## config.mk

```make
export PLATFORM = sky130hd
export DESIGN_NAME = dma_chain_ctrl
export DESIGN_NICKNAME = d
export VERILOG_FILES = /design/src/rtl/dma_chain_pkg.sv /design/src/rtl/dma_chain_bus.sv /design/src/rtl/dma_chain_regs.sv /design/src/rtl/dma_chain_seq.sv /design/src/rtl/dma_chain_ctrl.sv
export SDC_FILE = /design/constraint.sdc
export NUM_CORES = 1
export LEC_CHECK = 0
export BUFFER_PORTS_ARGS = -buffer_cell sky130_fd_sc_hd__buf_2
export CAP_MARGIN = 30
export CELL_PAD_IN_SITES_DETAIL_PLACEMENT = 0
export CELL_PAD_IN_SITES_GLOBAL_PLACEMENT = 1
export CORE_MARGIN = 2
export CORE_UTILIZATION = 38
export DETAILED_ROUTE_END_ITERATION = 12
export PLACE_DENSITY = 0.83
export SYNTH_ARGS = -nofsm -noshare
export SYNTH_HDL_FRONTEND = slang
export SYNTH_SLANG_ARGS = --single-unit
```

## constraint.sdc

```tcl
create_clock -name clk -period 4.39 [get_ports clk]
set_input_delay 0.878 -clock clk [delete_from_list [all_inputs] [get_ports clk]]
set_output_delay 0.878 -clock clk [all_outputs]
set_load 0.01 [all_outputs]
```

## src/rtl/dma_chain_pkg.sv

```systemverilog
package dma_chain_pkg;

    localparam int unsigned DATA_W     = 32;
    localparam int unsigned OFF_W      = 6;
    localparam int unsigned DESC_WORDS = 7;
    localparam int unsigned IDX_W      = $clog2(DESC_WORDS + 1);

    localparam int unsigned CMD_START_BIT = 0;
    localparam int unsigned CMD_ABORT_BIT = 1;
    localparam int unsigned CMD_SWAP_LSB  = 2;
    localparam int unsigned ATTR_DIR_BIT  = 0;
    localparam int unsigned ATTR_CHAIN_BIT = 1;
    localparam int unsigned ATTR_WORD     = DESC_WORDS - 1;

    typedef enum logic [1:0] {
        ST_IDLE    = 2'd0,
        ST_BUSY    = 2'd1,
        ST_ERROR   = 2'd2,
        ST_ABORTED = 2'd3
    } status_e;

    typedef enum logic [1:0] {
        SQ_IDLE,
        SQ_RUN,
        SQ_FETCH
    } seq_state_e;

    typedef enum logic [3:0] {
        RS_CMD, RS_STATUS, RS_LOCAL, RS_HLO, RS_HHI,
        RS_LEN, RS_NLO, RS_NHI, RS_ATTR, RS_NONE
    } reg_sel_e;

    typedef struct packed {
        logic              valid;
        logic              we;
        reg_sel_e          sel;
        logic [DATA_W-1:0] data;
    } bus_req_t;

    typedef struct packed {
        logic [DATA_W-1:0]   local_addr;
        logic [2*DATA_W-1:0] host_addr;
        logic [DATA_W-1:0]   len;
        logic [2*DATA_W-1:0] next_ptr;
        logic                chain;
        logic                to_local;
    } xfer_desc_t;

    function automatic reg_sel_e decode_offset(input logic [OFF_W-1:0] off);
        case (off)
            6'h00:   return RS_CMD;
            6'h04:   return RS_STATUS;
            6'h08:   return RS_LOCAL;
            6'h0C:   return RS_HLO;
            6'h10:   return RS_HHI;
            6'h14:   return RS_LEN;
            6'h18:   return RS_NLO;
            6'h1C:   return RS_NHI;
            6'h20:   return RS_ATTR;
            default: return RS_NONE;
        endcase
    endfunction

    // Position of a register in the fetched descriptor; DESC_WORDS means none.
    function automatic logic [IDX_W-1:0] word_index(input reg_sel_e sel);
        case (sel)
            RS_LOCAL: return IDX_W'(0);
            RS_HLO:   return IDX_W'(1);
            RS_HHI:   return IDX_W'(2);
            RS_LEN:   return IDX_W'(3);
            RS_NLO:   return IDX_W'(4);
            RS_NHI:   return IDX_W'(5);
            RS_ATTR:  return IDX_W'(6);
            default:  return IDX_W'(DESC_WORDS);
        endcase
    endfunction

    function automatic logic [DATA_W-1:0] word_mask(input int unsigned idx);
        return (idx == ATTR_WORD) ? DATA_W'(3) : {DATA_W{1'b1}};
    endfunction

endpackage

```

## src/rtl/dma_chain_bus.sv

```systemverilog
module dma_chain_bus
    import dma_chain_pkg::*;
#(
    parameter int unsigned ADR_W = 6
) (
    input  logic                clk,
    input  logic                rst,
    input  logic                wb_cyc,
    input  logic                wb_stb,
    input  logic                wb_we,
    input  logic [ADR_W-1:0]    wb_adr,
    input  logic [DATA_W-1:0]   wb_dat_i,
    input  logic [DATA_W-1:0]   rd_data,
    output bus_req_t            req,
    output logic                wb_ack,
    output logic [DATA_W-1:0]   wb_dat_o
);

    logic addr_hi_ok;

    if (ADR_W > OFF_W) begin : g_hi_bits
        assign addr_hi_ok = ~|wb_adr[ADR_W-1:OFF_W];
    end else begin : g_no_hi_bits
        assign addr_hi_ok = 1'b1;
    end

    always_comb begin
        req.valid = wb_cyc && wb_stb;
        req.we    = wb_we;
        req.sel   = addr_hi_ok ? decode_offset(wb_adr[OFF_W-1:0]) : RS_NONE;
        req.data  = wb_dat_i;
    end

    always_ff @(posedge clk) begin
        if (rst) begin
            wb_ack   <= 1'b0;
            wb_dat_o <= '0;
        end else begin
            wb_ack   <= req.valid;
            wb_dat_o <= (req.valid && !req.we) ? rd_data : '0;
        end
    end


    ack_follow_chk: assert property (@(posedge clk) disable iff (rst)
        (wb_cyc && wb_stb) |=> wb_ack);


    ack_idle_chk: assert property (@(posedge clk) disable iff (rst)
        !(wb_cyc && wb_stb) |=> !wb_ack);

endmodule

```

## src/rtl/dma_chain_regs.sv

```systemverilog
module dma_chain_regs
    import dma_chain_pkg::*;
(
    input  logic              clk,
    input  logic              rst,
    input  bus_req_t          req,
    input  logic              busy,
    input  logic              desc_load,
    input  logic [IDX_W-1:0]  desc_idx,
    input  logic [DATA_W-1:0] desc_word,
    input  status_e           status,
    output xfer_desc_t        cur,
    output logic [1:0]        swap,
    output logic [DATA_W-1:0] rd_data
);

    logic [DATA_W-1:0] words [DESC_WORDS];
    logic              host_wr;
    logic [IDX_W-1:0]  host_idx;
    logic              start_wr;

    assign host_wr  = req.valid && req.we && !busy;
    assign host_idx = word_index(req.sel);
    assign start_wr = host_wr && (req.sel == RS_CMD) && req.data[CMD_START_BIT];

    for (genvar k = 0; k < DESC_WORDS; k++) begin : g_word
        localparam logic [IDX_W-1:0] K_IDX = IDX_W'(k);
        localparam logic [DATA_W-1:0] K_MASK = word_mask(k);

        always_ff @(posedge clk) begin
            if (rst) begin
                words[k] <= '0;
            end else if (host_wr && host_idx == K_IDX) begin
                words[k] <= req.data & K_MASK;
            end else if (desc_load && desc_idx == K_IDX) begin
                words[k] <= desc_word & K_MASK;
            end
        end


        param_hold_chk: assert property (@(posedge clk) disable iff (rst)
            (busy && !desc_load) |=> $stable(words[k]));
    end

    always_ff @(posedge clk) begin
        if (rst) begin
            swap <= 2'b00;
        end else if (start_wr) begin
            swap <= req.data[CMD_SWAP_LSB +: 2];
        end
    end

    always_comb begin
        cur.local_addr = words[0];
        cur.host_addr  = {words[2], words[1]};
        cur.len        = words[3];
        cur.next_ptr   = {words[5], words[4]};
        cur.to_local   = words[ATTR_WORD][ATTR_DIR_BIT];
        cur.chain      = words[ATTR_WORD][ATTR_CHAIN_BIT];
    end

    always_comb begin
        rd_data = '0;
        case (req.sel)
            RS_CMD:    rd_data = {{(DATA_W-4){1'b0}}, swap, 2'b00};
            RS_STATUS: rd_data = {{(DATA_W-2){1'b0}}, status};
            default: begin
                for (int k = 0; k < DESC_WORDS; k++) begin
                    if (host_idx == IDX_W'(k)) rd_data = words[k];
                end
            end
        endcase
    end

endmodule

```

## src/rtl/dma_chain_seq.sv

```systemverilog
module dma_chain_seq
    import dma_chain_pkg::*;
(
    input  logic             clk,
    input  logic             rst,
    input  logic             cmd_wr,
    input  logic [1:0]       cmd_bits,
    input  logic             stat_wr,
    input  logic             eng_done,
    input  logic             eng_error,
    input  logic             desc_valid,
    input  logic             chain,
    output logic             busy,
    output logic             desc_load,
    output logic [IDX_W-1:0] desc_idx,
    output logic             xfer_start,
    output logic             xfer_abort,
    output logic             desc_req,
    output status_e          status,
    output logic             irq
);

    seq_state_e state;
    logic       start_cmd;
    logic       abort_cmd;
    logic       last_word;

    assign start_cmd = cmd_wr && cmd_bits[CMD_START_BIT];
    assign abort_cmd = cmd_wr && cmd_bits[CMD_ABORT_BIT];
    assign busy      = (state != SQ_IDLE);
    assign desc_load = (state == SQ_FETCH) && desc_valid;
    assign last_word = (desc_idx == IDX_W'(DESC_WORDS - 1));

    always_ff @(posedge clk) begin
        if (rst) begin
            state      <= SQ_IDLE;
            status     <= ST_IDLE;
            irq        <= 1'b0;
            xfer_start <= 1'b0;
            xfer_abort <= 1'b0;
            desc_req   <= 1'b0;
            desc_idx   <= '0;
        end else begin
            xfer_start <= 1'b0;
            xfer_abort <= 1'b0;
            desc_req   <= 1'b0;
            if (stat_wr) irq <= 1'b0;

            case (state)
                SQ_IDLE: begin
                    if (start_cmd) begin
                        state      <= SQ_RUN;
                        status     <= ST_BUSY;
                        xfer_start <= 1'b1;
                    end
                end
                default: begin
                    if (abort_cmd) begin
                        state      <= SQ_IDLE;
                        status     <= ST_ABORTED;
                        xfer_abort <= 1'b1;
                        desc_idx   <= '0;
                    end else if (eng_error) begin
                        state    <= SQ_IDLE;
                        status   <= ST_ERROR;
                        irq      <= 1'b1;
                        desc_idx <= '0;
                    end else if (state == SQ_RUN) begin
                        if (eng_done) begin
                            if (chain) begin
                                state    <= SQ_FETCH;
                                desc_req <= 1'b1;
                                desc_idx <= '0;
                            end else begin
                                state  <= SQ_IDLE;
                                status <= ST_IDLE;
                                irq    <= 1'b1;
                            end
                        end
                    end else if (desc_valid) begin
                        if (last_word) begin
                            state      <= SQ_RUN;
                            xfer_start <= 1'b1;
                            desc_idx   <= '0;
                        end else begin
                            desc_idx <= desc_idx + 1'b1;
                        end
                    end
                end
            endcase
        end
    end


    start_pulse_chk: assert property (@(posedge clk) disable iff (rst)
        xfer_start |=> !xfer_start);


    start_busy_chk: assert property (@(posedge clk) disable iff (rst)
        xfer_start |-> (status == ST_BUSY));


    fetch_gap_chk: assert property (@(posedge clk) disable iff (rst)
        desc_req |=> (!xfer_start && !irq));


    error_end_chk: assert property (@(posedge clk) disable iff (rst)
        (busy && eng_error && !abort_cmd) |=> (status == ST_ERROR && irq && !busy));


    abort_state_chk: assert property (@(posedge clk) disable iff (rst)
        xfer_abort |-> (status == ST_ABORTED && !busy));


    irq_rise_chk: assert property (@(posedge clk) disable iff (rst)
        $rose(irq) |-> (status != ST_BUSY && status != ST_ABORTED));

endmodule

```

## src/rtl/dma_chain_ctrl.sv

```systemverilog
module dma_chain_ctrl
    import dma_chain_pkg::*;
#(
    parameter int unsigned ADR_W = 6
) (
    input  logic                clk,
    input  logic                rst,
    input  logic                wb_cyc,
    input  logic                wb_stb,
    input  logic                wb_we,
    input  logic [ADR_W-1:0]    wb_adr,
    input  logic [31:0]         wb_dat_i,
    output logic                wb_ack,
    output logic [31:0]         wb_dat_o,
    input  logic                eng_done,
    input  logic                eng_error,
    input  logic                desc_valid,
    input  logic [31:0]         desc_word,
    output logic                xfer_start,
    output logic                xfer_abort,
    output logic                xfer_to_local,
    output logic [1:0]          xfer_swap,
    output logic [31:0]         xfer_local_addr,
    output logic [63:0]         xfer_host_addr,
    output logic [31:0]         xfer_len,
    output logic                desc_req,
    output logic [63:0]         desc_addr,
    output logic                irq
);

    bus_req_t          req;
    logic [DATA_W-1:0] rd_data;
    logic              busy;
    logic              desc_load;
    logic [IDX_W-1:0]  desc_idx;
    status_e           status;
    xfer_desc_t        cur;
    logic              cmd_wr;
    logic              stat_wr;

    assign cmd_wr  = req.valid && req.we && (req.sel == RS_CMD);
    assign stat_wr = req.valid && req.we && (req.sel == RS_STATUS);

    dma_chain_bus #(.ADR_W(ADR_W)) u_bus (
        .clk      (clk),
        .rst      (rst),
        .wb_cyc   (wb_cyc),
        .wb_stb   (wb_stb),
        .wb_we    (wb_we),
        .wb_adr   (wb_adr),
        .wb_dat_i (wb_dat_i),
        .rd_data  (rd_data),
        .req      (req),
        .wb_ack   (wb_ack),
        .wb_dat_o (wb_dat_o)
    );

    dma_chain_regs u_regs (
        .clk       (clk),
        .rst       (rst),
        .req       (req),
        .busy      (busy),
        .desc_load (desc_load),
        .desc_idx  (desc_idx),
        .desc_word (desc_word),
        .status    (status),
        .cur       (cur),
        .swap      (xfer_swap),
        .rd_data   (rd_data)
    );

    dma_chain_seq u_seq (
        .clk        (clk),
        .rst        (rst),
        .cmd_wr     (cmd_wr),
        .cmd_bits   (req.data[1:0]),
        .stat_wr    (stat_wr),
        .eng_done   (eng_done),
        .eng_error  (eng_error),
        .desc_valid (desc_valid),
        .chain      (cur.chain),
        .busy       (busy),
        .desc_load  (desc_load),
        .desc_idx   (desc_idx),
        .xfer_start (xfer_start),
        .xfer_abort (xfer_abort),
        .desc_req   (desc_req),
        .status     (status),
        .irq        (irq)
    );

    assign xfer_to_local   = cur.to_local;
    assign xfer_local_addr = cur.local_addr;
    assign xfer_host_addr  = cur.host_addr;
    assign xfer_len        = cur.len;
    assign desc_addr       = cur.next_ptr;

endmodule

```

==> flow_summary.yaml <==
logic_synthesis:
  ys_types: 67
  syn-instance-count: 854
  ys_warn_count: 0
  synth_ff_type: "edfxtp_1"
  synthArstFlopShare_pct: 0
  synth_edf_count: 194
  syn_area_mm2: 0.01108
  synth_fp_nets: 933
  ys_seq_elements: 240
  yosysSeqAreaShare_pct: 60.88
  avgSynthCellArea_um2: 12.98
detailed_routing:
  via_per_inst: 6.304
  met2RoutedLength_um: 20500
  firstDrtPassIters: 6
  highest_layer: "met5"
  avgRoutedWirePerCell_um: 27.64
  wl_met1_um: 15920
  met3_length_um: 4738
  ant_nets: 0
  drc_errors: 0
  totalWireLength_um: 42620
  drt-initial-drc-count: 1047
  routed-via-count: 9721
floorplan:
  coreArea_mm2: 0.02870
  dieArea_mm2: 0.03054
  start_util_pct: 38.61
  die_y_um: 174.8
  io_pins: 310
  dieWidth_um: 174.8
  rows: 62
pwr:
  clock_power_share_pct: 44.5
  power.share.combinational_pct: 6.2
  powerDensity_mw_per_mm2: 364.1
  intPower_mw: 3.970
  ir_worst_vdd_mv: 0.2696
  p_leak_nw: 5.900
  power_switching_share_pct: 22.81
  power_frac_seq_pct: 49.4
  power.switching_mw: 1.173
placed_design:
  pre_cts_ws_ps: 1030
  io_buffer_count: 309
  hpwl_um: 28020
  place_congestion: 0.8751
global_route:
  grt_usage_pct: 26.79
  antenna_found_initial: 3
  grt_max_degree: 51
  grt_pass1_vias: 9274
  grt_pass1_wl_um: 60930
  globalRoute.totalOverflow: 0
finish:
  drive_gt1_share_pct: 36.87
  final_nets: 1217
  fillers: 2582
  regArea_mm2: 0.006746
  area_growth_pct: 27.48
  multi_input_area_mm2: 0.004104
  antenna_cells: 0
flow_run:
  drv_cap: 0
clock_network:
  cts_resized: 0
  clk_latency_ps: 530
  clk_pin_slew_ps: 60
  clock_sinks: 240
  cts_setup_buffers: 0
  cts_max_level: 1
  cts_root_buf: "clkbuf_16"
  cts_tree: "yes"
  cts_buffers: 26
  hold_buffers: 0
  clock_path_buffers: 3
sta:
  fmax_ghz: 0.3420
  tns_ps: 0
  rsz0062_at_grt: "no"
  period_share_pct: 66.61
  min_period_ps: 2924
  worst_slew_pin_slew_ps: 1008
  clock_skew_ps: 11.36
  relSlewSlack_pct: 32.49
  hold_viol: 0
  setup_ws_ps: 1466
  setup_viol: 0
  timing.final.max_slew_violations: 0
run_status:
  outcome: "finished clean"
critical_path:
  worstPathMaxFanout: 17
  critPathLaunchType: "register"
  worst-setup-path-type: "reg2reg"
  critical_path_required_ps: 4780
  critPathCaptureType: "register"
  critPathArrivalTime_ps: 3320
min_path:
  hp-class: "reg2reg"
## flip-flops by register name, indices dropped and copies added, names as in the netlist
| signal | cells |
|---|---|
| u_seq.irq | 1 |
| u_bus.wb_dat_o | 32 |
| u_seq.state | 2 |
| u_seq.desc_req | 1 |
| u_seq.desc_idx | 3 |
| u_seq.status | 2 |
| u_regs.words | 194 |
| u_seq.xfer_start | 1 |
| u_seq.xfer_abort | 1 |
| u_regs.swap | 2 |
| u_bus.wb_ack | 1 |
## layout make-up
| cell class | instances | area share (%) |
|---|---|---|
| multi-input cells | 528 | 29.05 |
| well taps | 384 | 3.401 |
| repair buffers | 336 | 13.34 |
| clock buffers | 36 | 5.376 |
| flip-flops and latches | 240 | 47.75 |
| clock inverters | 12 | 0.9211 |
| inverters | 6 | 0.1594 |
## worst max-delay path: stages, from the launching register on
cell and delay [ps]:
dfxtp_1 430, nor2_1 400, nand3_1 600, nor2_4 730
buf_4 400, a22o_1 200
## metrics by stage
| stage | std cells | instance area (um2) | utilization, % | power [mW] | hold slack [ps] |
|---|---|---|---|---|---|
| floorplan | 854 | 11080 | - | 2.691 | 451.3 |
| global placement | 1491 | 13160 | 45.83 | 2.895 | 469.5 |
| detailed placement | 1493 | 13210 | 46.02 | 2.899 | 480.0 |
| CTS | 1541 | 14100 | 49.12 | 5.152 | 492.3 |
| global route | 1542 | 14130 | 49.22 | 5.261 | 514.8 |
| finish | 1542 | 14130 | 49.22 | 5.143 | 492.1 |
## path summary, 6_finish.rpt
| check | startpoint | slack (ps) | endpoint | cells past startpoint |
|---|---|---|---|---|
| setup / recovery | u_seq.state[0] | 1470 | u_regs.words[1][21] | 5 |
| hold / removal | u_regs.swap[0] | 490 | u_bus.wb_dat_o[2] | 2 |
| setup reg to reg | u_seq.state[0] | 1470 | u_regs.words[1][21] | 5 |
| hold reg to reg | u_regs.swap[0] | 490 | u_bus.wb_dat_o[2] | 2 |
## layer usage
metal,vias up,global-route usage [%]
li1,4080,-
met1,4788,34.48
met3,106,5.918
met5,-,0
met4,6,10.07
met2,741,44.33
## cell usage after synthesis (all sizes together) (6+ instances only)
library cell | number | share of area (%)
clkbuf | 30 | 1.0
o211a | 12 | 1.1
a22o | 194 | 15
o221ai | 16 | 1.3
nand2 | 44 | 1.5
nor2 | 39 | 1.5
nand2b | 6 | 0.34
a221oi | 13 | 1.1
nor3 | 9 | 0.65
nand4 | 18 | 1.0
o21ai | 66 | 3.0
edfxtp | 194 | 53
o2111a | 14 | 1.4
inv | 6 | 0.20
a21oi | 16 | 0.76
a22oi | 21 | 1.9
dfxtp | 46 | 8.3
buf | 50 | 2.3
## cell families (layout without fill, tap and decap cells)
kind of cell,after synthesis,after routing,share of synthesized area (%)
muxes,5,5,0.5758
and+or+nand+nor,148,148,7.361
adders and majority gates,1,1,0.1129
AOI/OAI and AO/OA,374,374,27.50
buffers and inverters,86,390,3.568
DFF,240,240,60.88
## placed cells by master, fill, tap and decap left out, types with 12 or more instances in the layout
master,count
a221oi_1,12
nor2_1,27
nand2_1,42
o211a_1,12
a22o_1,194
dfxtp_1,46
buf_4,18
o21ai_1,18
clkbuf_16,27
buf_2,309
o221ai_1,16
edfxtp_1,194
o2111a_1,14
a21oi_1,15
nand4_1,18
o21ai_0,42
## power groups by stage
stage / Clock [mW] / Combinational [mW] / Sequential (mW)
finish: 2.29 / 0.317 / 2.54
global route: 2.38 / 0.335 / 2.54
CTS: 2.30 / 0.313 / 2.54
detailed placement: 0 / 0.313 / 2.59
global placement: 0 / 0.308 / 2.59
floorplan: 0 / 0.0887 / 2.60
(Power assumes the default switching activity.)
